<file path="config.mk">
export PLATFORM = sky130hd
export DESIGN_NAME = par_rd_seq
export DESIGN_NICKNAME = d
export VERILOG_FILES = /design/src/rtl/par_rd_seq.sv
export SDC_FILE = /design/constraint.sdc
export NUM_CORES = 1
export LEC_CHECK = 0
export ABC_AREA = 1
export BUFFER_PORTS_ARGS = -buffer_cell sky130_fd_sc_hd__buf_2
export CORE_AREA = 3 3 124 126
export CTS_BUF_LIST = sky130_fd_sc_hd__clkbuf_4
export DETAILED_ROUTE_END_ITERATION = 6
export DIE_AREA = 0 0 127 129
export MAX_ROUTING_LAYER = met4
export PLACE_DENSITY = 0.77
export REMOVE_ABC_BUFFERS = 1
export SYNTH_ARGS = -nofsm -noshare
export SYNTH_HDL_FRONTEND = slang
export SYNTH_SLANG_ARGS = --single-unit
</file>
<file path="constraint.sdc">
create_clock -name clk -period 3.3 [get_ports clk]
set_clock_uncertainty 0.2 [all_clocks]
set_input_delay 0 -clock clk [delete_from_list [all_inputs] [get_ports clk]]
set_output_delay 0 -clock clk [all_outputs]
set_load 0.02 [all_outputs]
</file>
<file path="src/rtl/par_rd_seq.sv">
module par_rd_seq #(
  parameter int DW  = 16,
  parameter int NCS = 4,
  parameter int TW  = 4,
  localparam int CSW = (NCS > 1) ? $clog2(NCS) : 1
) (
  input  logic            clk,
  input  logic            rst_n,
  input  logic            cfg_we,
  input  logic [CSW-1:0]  cfg_cs,
  input  logic [TW-1:0]   cfg_acc_first,
  input  logic [TW-1:0]   cfg_acc_next,
  input  logic [TW-1:0]   cfg_rd_setup,
  input  logic [TW-1:0]   cfg_rd_hold,
  input  logic [TW-1:0]   cfg_turn_off,
  input  logic [TW-1:0]   cfg_badr_skew,
  input  logic            req_valid,
  input  logic [CSW-1:0]  req_cs,
  input  logic [DW-1:0]   req_addr,
  input  logic [2:0]      req_beats_m1,
  output logic            req_ready,
  output logic            req_err,
  output logic            ale_n,
  output logic [NCS-1:0]  cs_n,
  output logic            oe_n,
  output logic [2:0]      a_lo,
  output logic [DW-1:0]   ad_out,
  output logic            ad_oe,
  input  logic [DW-1:0]   ad_in,
  output logic            rd_valid,
  output logic [DW-1:0]   rd_data
);
  localparam int CW = TW + 1;

  typedef enum logic [1:0] {IDLE, FIRST, NEXT, TAIL} st_e;

  logic [TW-1:0] r_first [NCS];
  logic [TW-1:0] r_next  [NCS];
  logic [TW-1:0] r_setup [NCS];
  logic [TW-1:0] r_hold  [NCS];
  logic [TW-1:0] r_off   [NCS];
  logic [TW-1:0] r_skew  [NCS];

  always_ff @(posedge clk or negedge rst_n) begin
    if (!rst_n) begin
      for (int i = 0; i < NCS; i++) begin
        r_first[i] <= '0;
        r_next[i]  <= '0;
        r_setup[i] <= '0;
        r_hold[i]  <= '0;
        r_off[i]   <= '0;
        r_skew[i]  <= '0;
      end
    end else if (cfg_we) begin
      r_first[cfg_cs] <= cfg_acc_first;
      r_next[cfg_cs]  <= cfg_acc_next;
      r_setup[cfg_cs] <= cfg_rd_setup;
      r_hold[cfg_cs]  <= cfg_rd_hold;
      r_off[cfg_cs]   <= cfg_turn_off;
      r_skew[cfg_cs]  <= cfg_badr_skew;
    end
  end

  st_e            st;
  logic [CW-1:0]  t;
  logic [2:0]     beat, l_last, l_base;
  logic [DW-1:0]  l_addr;
  logic [CSW-1:0] l_cs;
  logic [TW-1:0]  l_first, l_next, l_setup, l_hold, l_off, l_skew;

  logic cs_ok, accept, sample, bus_act;

  assign cs_ok  = (r_setup[req_cs] < r_first[req_cs]) &&
                  (r_hold[req_cs]  < r_off[req_cs])   &&
                  (r_skew[req_cs]  < r_next[req_cs]);
  assign req_ready = (st == IDLE);
  assign req_err   = req_valid && req_ready && !cs_ok;
  assign accept    = req_valid && req_ready && cs_ok;
  assign sample    = (st == FIRST && t == CW'(l_first) + CW'(1)) ||
                     (st == NEXT  && t == CW'(l_next));

  always_ff @(posedge clk or negedge rst_n) begin
    if (!rst_n) begin
      st      <= IDLE;
      t       <= '0;
      beat    <= '0;
      l_last  <= '0;
      l_base  <= '0;
      l_addr  <= '0;
      l_cs    <= '0;
      l_first <= '0;
      l_next  <= '0;
      l_setup <= '0;
      l_hold  <= '0;
      l_off   <= '0;
      l_skew  <= '0;
    end else begin
      case (st)
        IDLE: if (accept) begin
          st      <= FIRST;
          t       <= '0;
          beat    <= '0;
          l_last  <= req_beats_m1;
          l_base  <= req_addr[2:0];
          l_addr  <= req_addr;
          l_cs    <= req_cs;
          l_first <= r_first[req_cs];
          l_next  <= r_next[req_cs];
          l_setup <= r_setup[req_cs];
          l_hold  <= r_hold[req_cs];
          l_off   <= r_off[req_cs];
          l_skew  <= r_skew[req_cs];
        end
        FIRST, NEXT: begin
          if (sample) begin
            t <= CW'(1);
            if (beat == l_last) st <= TAIL;
            else begin
              st   <= NEXT;
              beat <= beat + 3'd1;
            end
          end else t <= t + CW'(1);
        end
        TAIL: begin
          if (t == CW'(l_off)) st <= IDLE;
          else t <= t + CW'(1);
        end
        default: st <= IDLE;
      endcase
    end
  end

  assign ale_n   = !(st == FIRST && t == '0);
  assign ad_oe   = (st == FIRST && t == '0);
  assign ad_out  = l_addr;
  assign bus_act = (st == FIRST) || (st == NEXT) || (st == TAIL && t <= CW'(l_hold));
  assign cs_n    = bus_act ? ~(NCS'(1) << l_cs) : '1;
  assign oe_n    = !((st == FIRST && t >= CW'(l_setup)) || st == NEXT);
  assign rd_valid = sample;
  assign rd_data  = ad_in;

  always_comb begin
    case (st)
      FIRST:   a_lo = l_base;
      NEXT:    a_lo = l_base + ((t >= CW'(l_next) - CW'(l_skew)) ? beat : beat - 3'd1);
      TAIL:    a_lo = l_base + l_last;
      default: a_lo = '0;
    endcase
  end
endmodule


</file>
# == Yosys cells after proc, flatten, opt, wreduce, memory -nomap -nowiden ==
# Index checks and enable logic that the tools add are counted.
# word_totals
register_bits,154
in_bits,67
output_inout_bits,45
# classes
add_sub_neg,7
magnitude_cmp,9
eq_ne,12
shifts,1
n_mux,42
bitwise_logic,3
reduce_logical,26
# op_table
operator,count
bitwise mux 16 bit,6
2-to-1 mux 4 bit,14
binary-select mux 4 bit (select 2 bit),6
2-to-1 mux 5 bit,3
one-hot mux 5 bit (3 select lines),1
less-than comparator 4 bit,3
2-to-1 mux 3 bit,4
logical AND 1 bit,11
== test 5 x 4 -> 1 bit,2
one-hot mux 3 bit (3 select lines),1
demux 4 bit (select 2 bit),1
!= test 2 bit (second input constant),4
adder 3 bit,2
>= comparator 3 bit (second input constant),2
2-to-1 mux 2 bit,3
inverter 2 -> 3 bit,2
one-hot mux 2 bit (3 select lines),1
one-hot mux 3 bit (2 select lines),1
adder 4 x 1 -> 5 bit (second input constant),1
adder 5 x 1 -> 5 bit (second input constant),1
== test 5 bit,1
>= comparator 5 x 4 -> 1 bit,1
>= comparator 5 bit,1
<= comparator 5 x 4 -> 1 bit,1
other kinds (20),27

# == Longest topological paths before layout ==
# logic_depth
word_depth,10
depth_mapped,20
mapped_depth_nobuf,20

# == Worst setup path after synthesis ==
# No wires, ideal clock.
# synth_timing
path_kind,register to output
startpoint,register l_next[2]
endpoint,output a_lo[2]
arrival_time_ps,3254
t_required_ps,3100
path_slack_ps,-154
path_stages_with_launch,19
n_path_buf,0
path_cell_list,dfrtp_1 -> ha_1 -> a21oi_1 -> o21ai_0 -> xnor2_1 -> ha_1 -> a21o_1 -> a21oi_1 -> nand3_1 -> nand3_1 -> o21ai_0 -> inv_1 -> ha_1 -> inv_1 -> fa_1 -> xor2_1 -> nand3b_1 -> nand3_1 -> a21oi_1
# synth_via
elab_chain_len,5
# synth_lines
element,line,rtl
start: declaration,69,"logic [TW-1:0] l_first, l_next, l_setup, l_hold, l_off, l_skew;"
start signal: assignment,108,l_next <= r_next[req_cs];
subtractor 4 x 4 -> 5 bit,145,NEXT: a_lo = l_base + ((t >= CW'(l_next) - CW'(l_skew)) ? beat : beat - 3'd1);
>= comparator 5 bit,145,
2-to-1 mux 3 bit,145,
adder 3 bit,145,
one-hot mux 3 bit (3 select lines),143,case (st)
end: declaration,26,"output logic [2:0] a_lo,"
# Every way passes these cells.

# == Worst setup path in the final report ==
# layout_timing
startpoint,register l_skew[2]
endpoint,output a_lo[2]
# layout_via
elab_chain_len,5
# layout_lines
element,line,rtl
start: declaration,69,
start signal: assignment,112,l_skew <= r_skew[req_cs];
subtractor 4 x 4 -> 5 bit,145,
>= comparator 5 bit,145,
2-to-1 mux 3 bit,145,
adder 3 bit,145,
one-hot mux 3 bit (3 select lines),143,
# Every way passes these cells.

==> metrics.csv <==
stage,metric,value,unit
cells_and_area,syn_to_final_growth,28.4,%
cells_and_area,stdcell_count,1339,
power_and_ir_drop,leakage,0.00502,uW
global_route,track_usage,25.7,%
outcome,failed_checks,"negative hold slack, negative setup slack",
cells_and_area,drive_above_1_share,16.0,%
setup_path,critical_path.startpoint_type,flop,
cells_and_area,final_nets,1245,
power_and_ir_drop,switchingPower,2840,uW
global_route,grt_pass1_vias,6869,
detailed_routing,via_per_inst,5.31,
sta,tightest_slew,0.979,ns
detailed_routing,routedWlPerCell,15.3,um
placement,post-dp-hpwl,11800,um
synth,synthFlopType,dfrtp_1,
placement,gp_congestion,0.870,
clock_network,clk_pin_slew,0.13,ns
clock_network,cts_tree,built,
synth,ys_warn_count,0,
power_and_ir_drop,pwr-share-comb,44.7,%
setup_path,worstSetupStartpoint,l_skew[2],
sta,setup_tns,-1.98,ns
synth,synth_edf_count,0,
clock_network,clk_path_buf_depth,2,
power_and_ir_drop,p_seq_share,38.3,%
clock_network,clock_latency,0.58,ns
power_and_ir_drop,clock_power_share,17.0,%
setup_path,arrival,3.86,ns
die,initial_core_util,53.8,%
sta,fmax,247,MHz
die,row_count,44,
synth,synth_cells,953,
setup_path,path_max_fanout,3,
clock_network,ctsRootBufferMaster,clkbuf_4,
setup_path,endpoint,a_lo[2],
global_route,grt_max_degree,89,
sta,finalSetupViolCount,4,
global_route,grt-ovfl-total,0,
sta,worst_slack,-0.756,ns
die,dieWidth,127,um
synth,synth_top_area_share,48.7,%
sta,finalHoldViolCount,4,
setup_path,r2r-end,l_last[2],
setup_path,worst-r2r-cell-count,11,
placement,preCtsSetupSlack,-0.291,ns
clock_network,cts.sinks,151,
sta,rsz0062_at_grt,true,
placement,io_buffers,79,
synth,avgSynthCellArea,8.14,um2
synth,ys_types,33,
detailed_routing,drt_iter0_markers,586,
detailed_routing,dr_total_vias,7112,
clock_network,htree_levels,4,
sta,slew_headroom,34.6,%
setup_path,critPathKind,reg2out,
power_and_ir_drop,p_int,4080,uW
placement,dp_cells,1180,
synth,yosysTopAreaCell,dfrtp_1,
detailed_routing,route.detailed.drc,0,
detailed_routing,postRouteAntennaNets,0,
die,ios,112,
die,core_area,14400,um2
setup_path,required,3.10,ns
synth,synth_area,7760,um2
detailed_routing,finalWirelength,20500,um
die,die_h,129,um
die,dieArea,16400,um2
setup_path,cp-end-kind,output pin,
global_route,grt_pass1_wl,33000,um
synth,synth-seq-cells,151,
outcome,status,finished with violations,
global_route,antenna_found_initial,1,
synth,yosysMostFrequentCell,nand2_1,
sta,drv_slew,0,
sta,hold_ws,-0.0415,ns
detailed_routing,firstDrtPassIters,5,
power_and_ir_drop,ir_drop,0.000318,V
setup_path,rrSetupSlack,0.14,ns
cells_and_area,fin_util,69.0,%
power_and_ir_drop,p_per_area,695,nW/um2
sta,period_minus_slack,4.06,ns
sta,post-route-period-util,123,%
synth,synth.yosys.seq_area_share,48.7,%
synth,synth.area.top_cells,"dfrtp_1 49%, nand2_1 13%, o21ai_0 8.1%",
power_and_ir_drop,p_sw_share,41.1,%
synth,netlist_top_cells_count,"259 x nand2_1, 151 x dfrtp_1, 126 x o21ai_0, 107 x inv_1",
min_path,min_path_type,in2reg,
setup_path,regToRegStartpoint,r_off[11],
clock_network,cts-buffers-inserted,17,
job,maxCapViolCount,0,
synth,async_reset_ff_share,100,%
## power by group through the flow
stage	clock, uW	combinational, uW	sequential, uW
2_1_floorplan	0	1680	2720
3_3_place_gp	0	2480	2640
3_5_place_dp	0	2560	2660
4_1_cts	1210	2850	2630
5_1_grt	1280	3460	2710
6_report	1180	3090	2650
## how the worst min path moves through the flow
stage                    from    endpoint  slack [ns]  depth (start not counted)
detailed placement   ad_in[0]  rd_data[0]       -0.20                          0
finish              req_cs[0]   l_hold[2]       -0.04                          6
floorplan               rst_n  ad_out[10]       -0.50                          0
global route        req_cs[0]   l_next[1]      0.0009                          5
CTS                 req_cs[1]  l_setup[2]        0.01                          6
global placement     ad_in[0]  rd_data[0]       -0.20                          0
## placed cells by master, fill, tap and decap left out, types with 2 or more instances in the layout
cell and count:
inv_2 6, clkinvlp_4 5, o21ai_1 45, buf_2 75
xor2_1 10, ha_4 3, clkbuf_4 17, a21oi_2 6
inv_6 7, clkinv_4 2, nor3_1 2, diode_2 2
bufinv_16 2, buf_12 3, dfrtp_1 151, fa_2 2
xnor2_1 3, ha_1 33, o22ai_2 3, nand2_2 4
o211ai_1 3, buf_4 38, a211oi_1 2, nand3_1 31
inv_1 103, a32o_1 8, o22ai_1 9, a21oi_1 35
nand4_1 7, nand2_1 256, nor2_1 37, buf_6 4
o21ai_0 120, dlygate4sd3_1 108
## cell type report
cell class / count / area [um2]
antenna: 2 / 5.00
clock buffer: 17 / 128
clock inverter: 15 / 168
fill: 1127 / 4470
inverter: 111 / 424
multi-input combinational: 630 / 3360
sequential: 151 / 3780
tap: 184 / 230
timing repair buffer: 229 / 1860
## kinds of logic after synthesis
kind of cell,count (synthesis),share of synthesized area [%]
AOI/OAI and AO/OA,238,16.5
xor gates and xnor gates,13,1.47
adders and majority gates,38,6.32
buffers and inverters,172,9.36
DFF,151,48.7
and+or+nand+nor,341,17.6
## what timing repair did
item                                   in CTS  in global routing
cloned                                      0                  0
pin swaps                                  12                 15
setup endpoints to repair                   3                  4
gates resized for setup                    23                 24
setup buffers                              12                  4
endpoints found under the hold margin     311                 17
hold buffers                               99                 11
## routing by layer
layer | vias up | GRT usage (%) | wire [um]
li1 | 3473 | - | -
met5 | - | - | 0
met4 | 0 | 9.27 | 554
met3 | 54 | 4.52 | 898
met1 | 3377 | 32.5 | 8670
met2 | 208 | 41.9 | 10300
## worst max-delay path: stages (launching register included)
cell and delay [ns]:
dfrtp_1 0.39, inv_2 0.09, ha_4 0.22, a21oi_2 0.15
o21ai_2 0.07, xnor2_1 0.13, ha_1 0.30, a21o_1 0.13
a21oi_2 0.07, buf_4 0.13, buf_4 0.12, buf_4 0.12
buf_4 0.12, buf_4 0.12, buf_4 0.12, buf_4 0.12
buf_4 0.13, nand3_1 0.06, nand2_1 0.06, nand3_1 0.11
nand2_1 0.07, nand2_1 0.07, nand3_2 0.08, a21oi_2 0.16
buf_6 0.14
## through the flow
stage	power, uW	instance area, um2
floorplan	4400	7450
global placement	5120	8300
detailed placement	5220	8300
CTS	6680	9750
global route	7440	9950
finish	6920	9960
## flip-flops by register name (all words and copies together) (netlist names), 4 cells and up
signal and flops:
l_off 4, r_first 16, r_setup 16, r_hold 16, l_first 4, r_skew 16, l_skew 4, r_off 16
l_hold 4, t 5, l_next 4, l_setup 4, ad_out 14, r_next 16
Power figures use the tool's default switching activity.
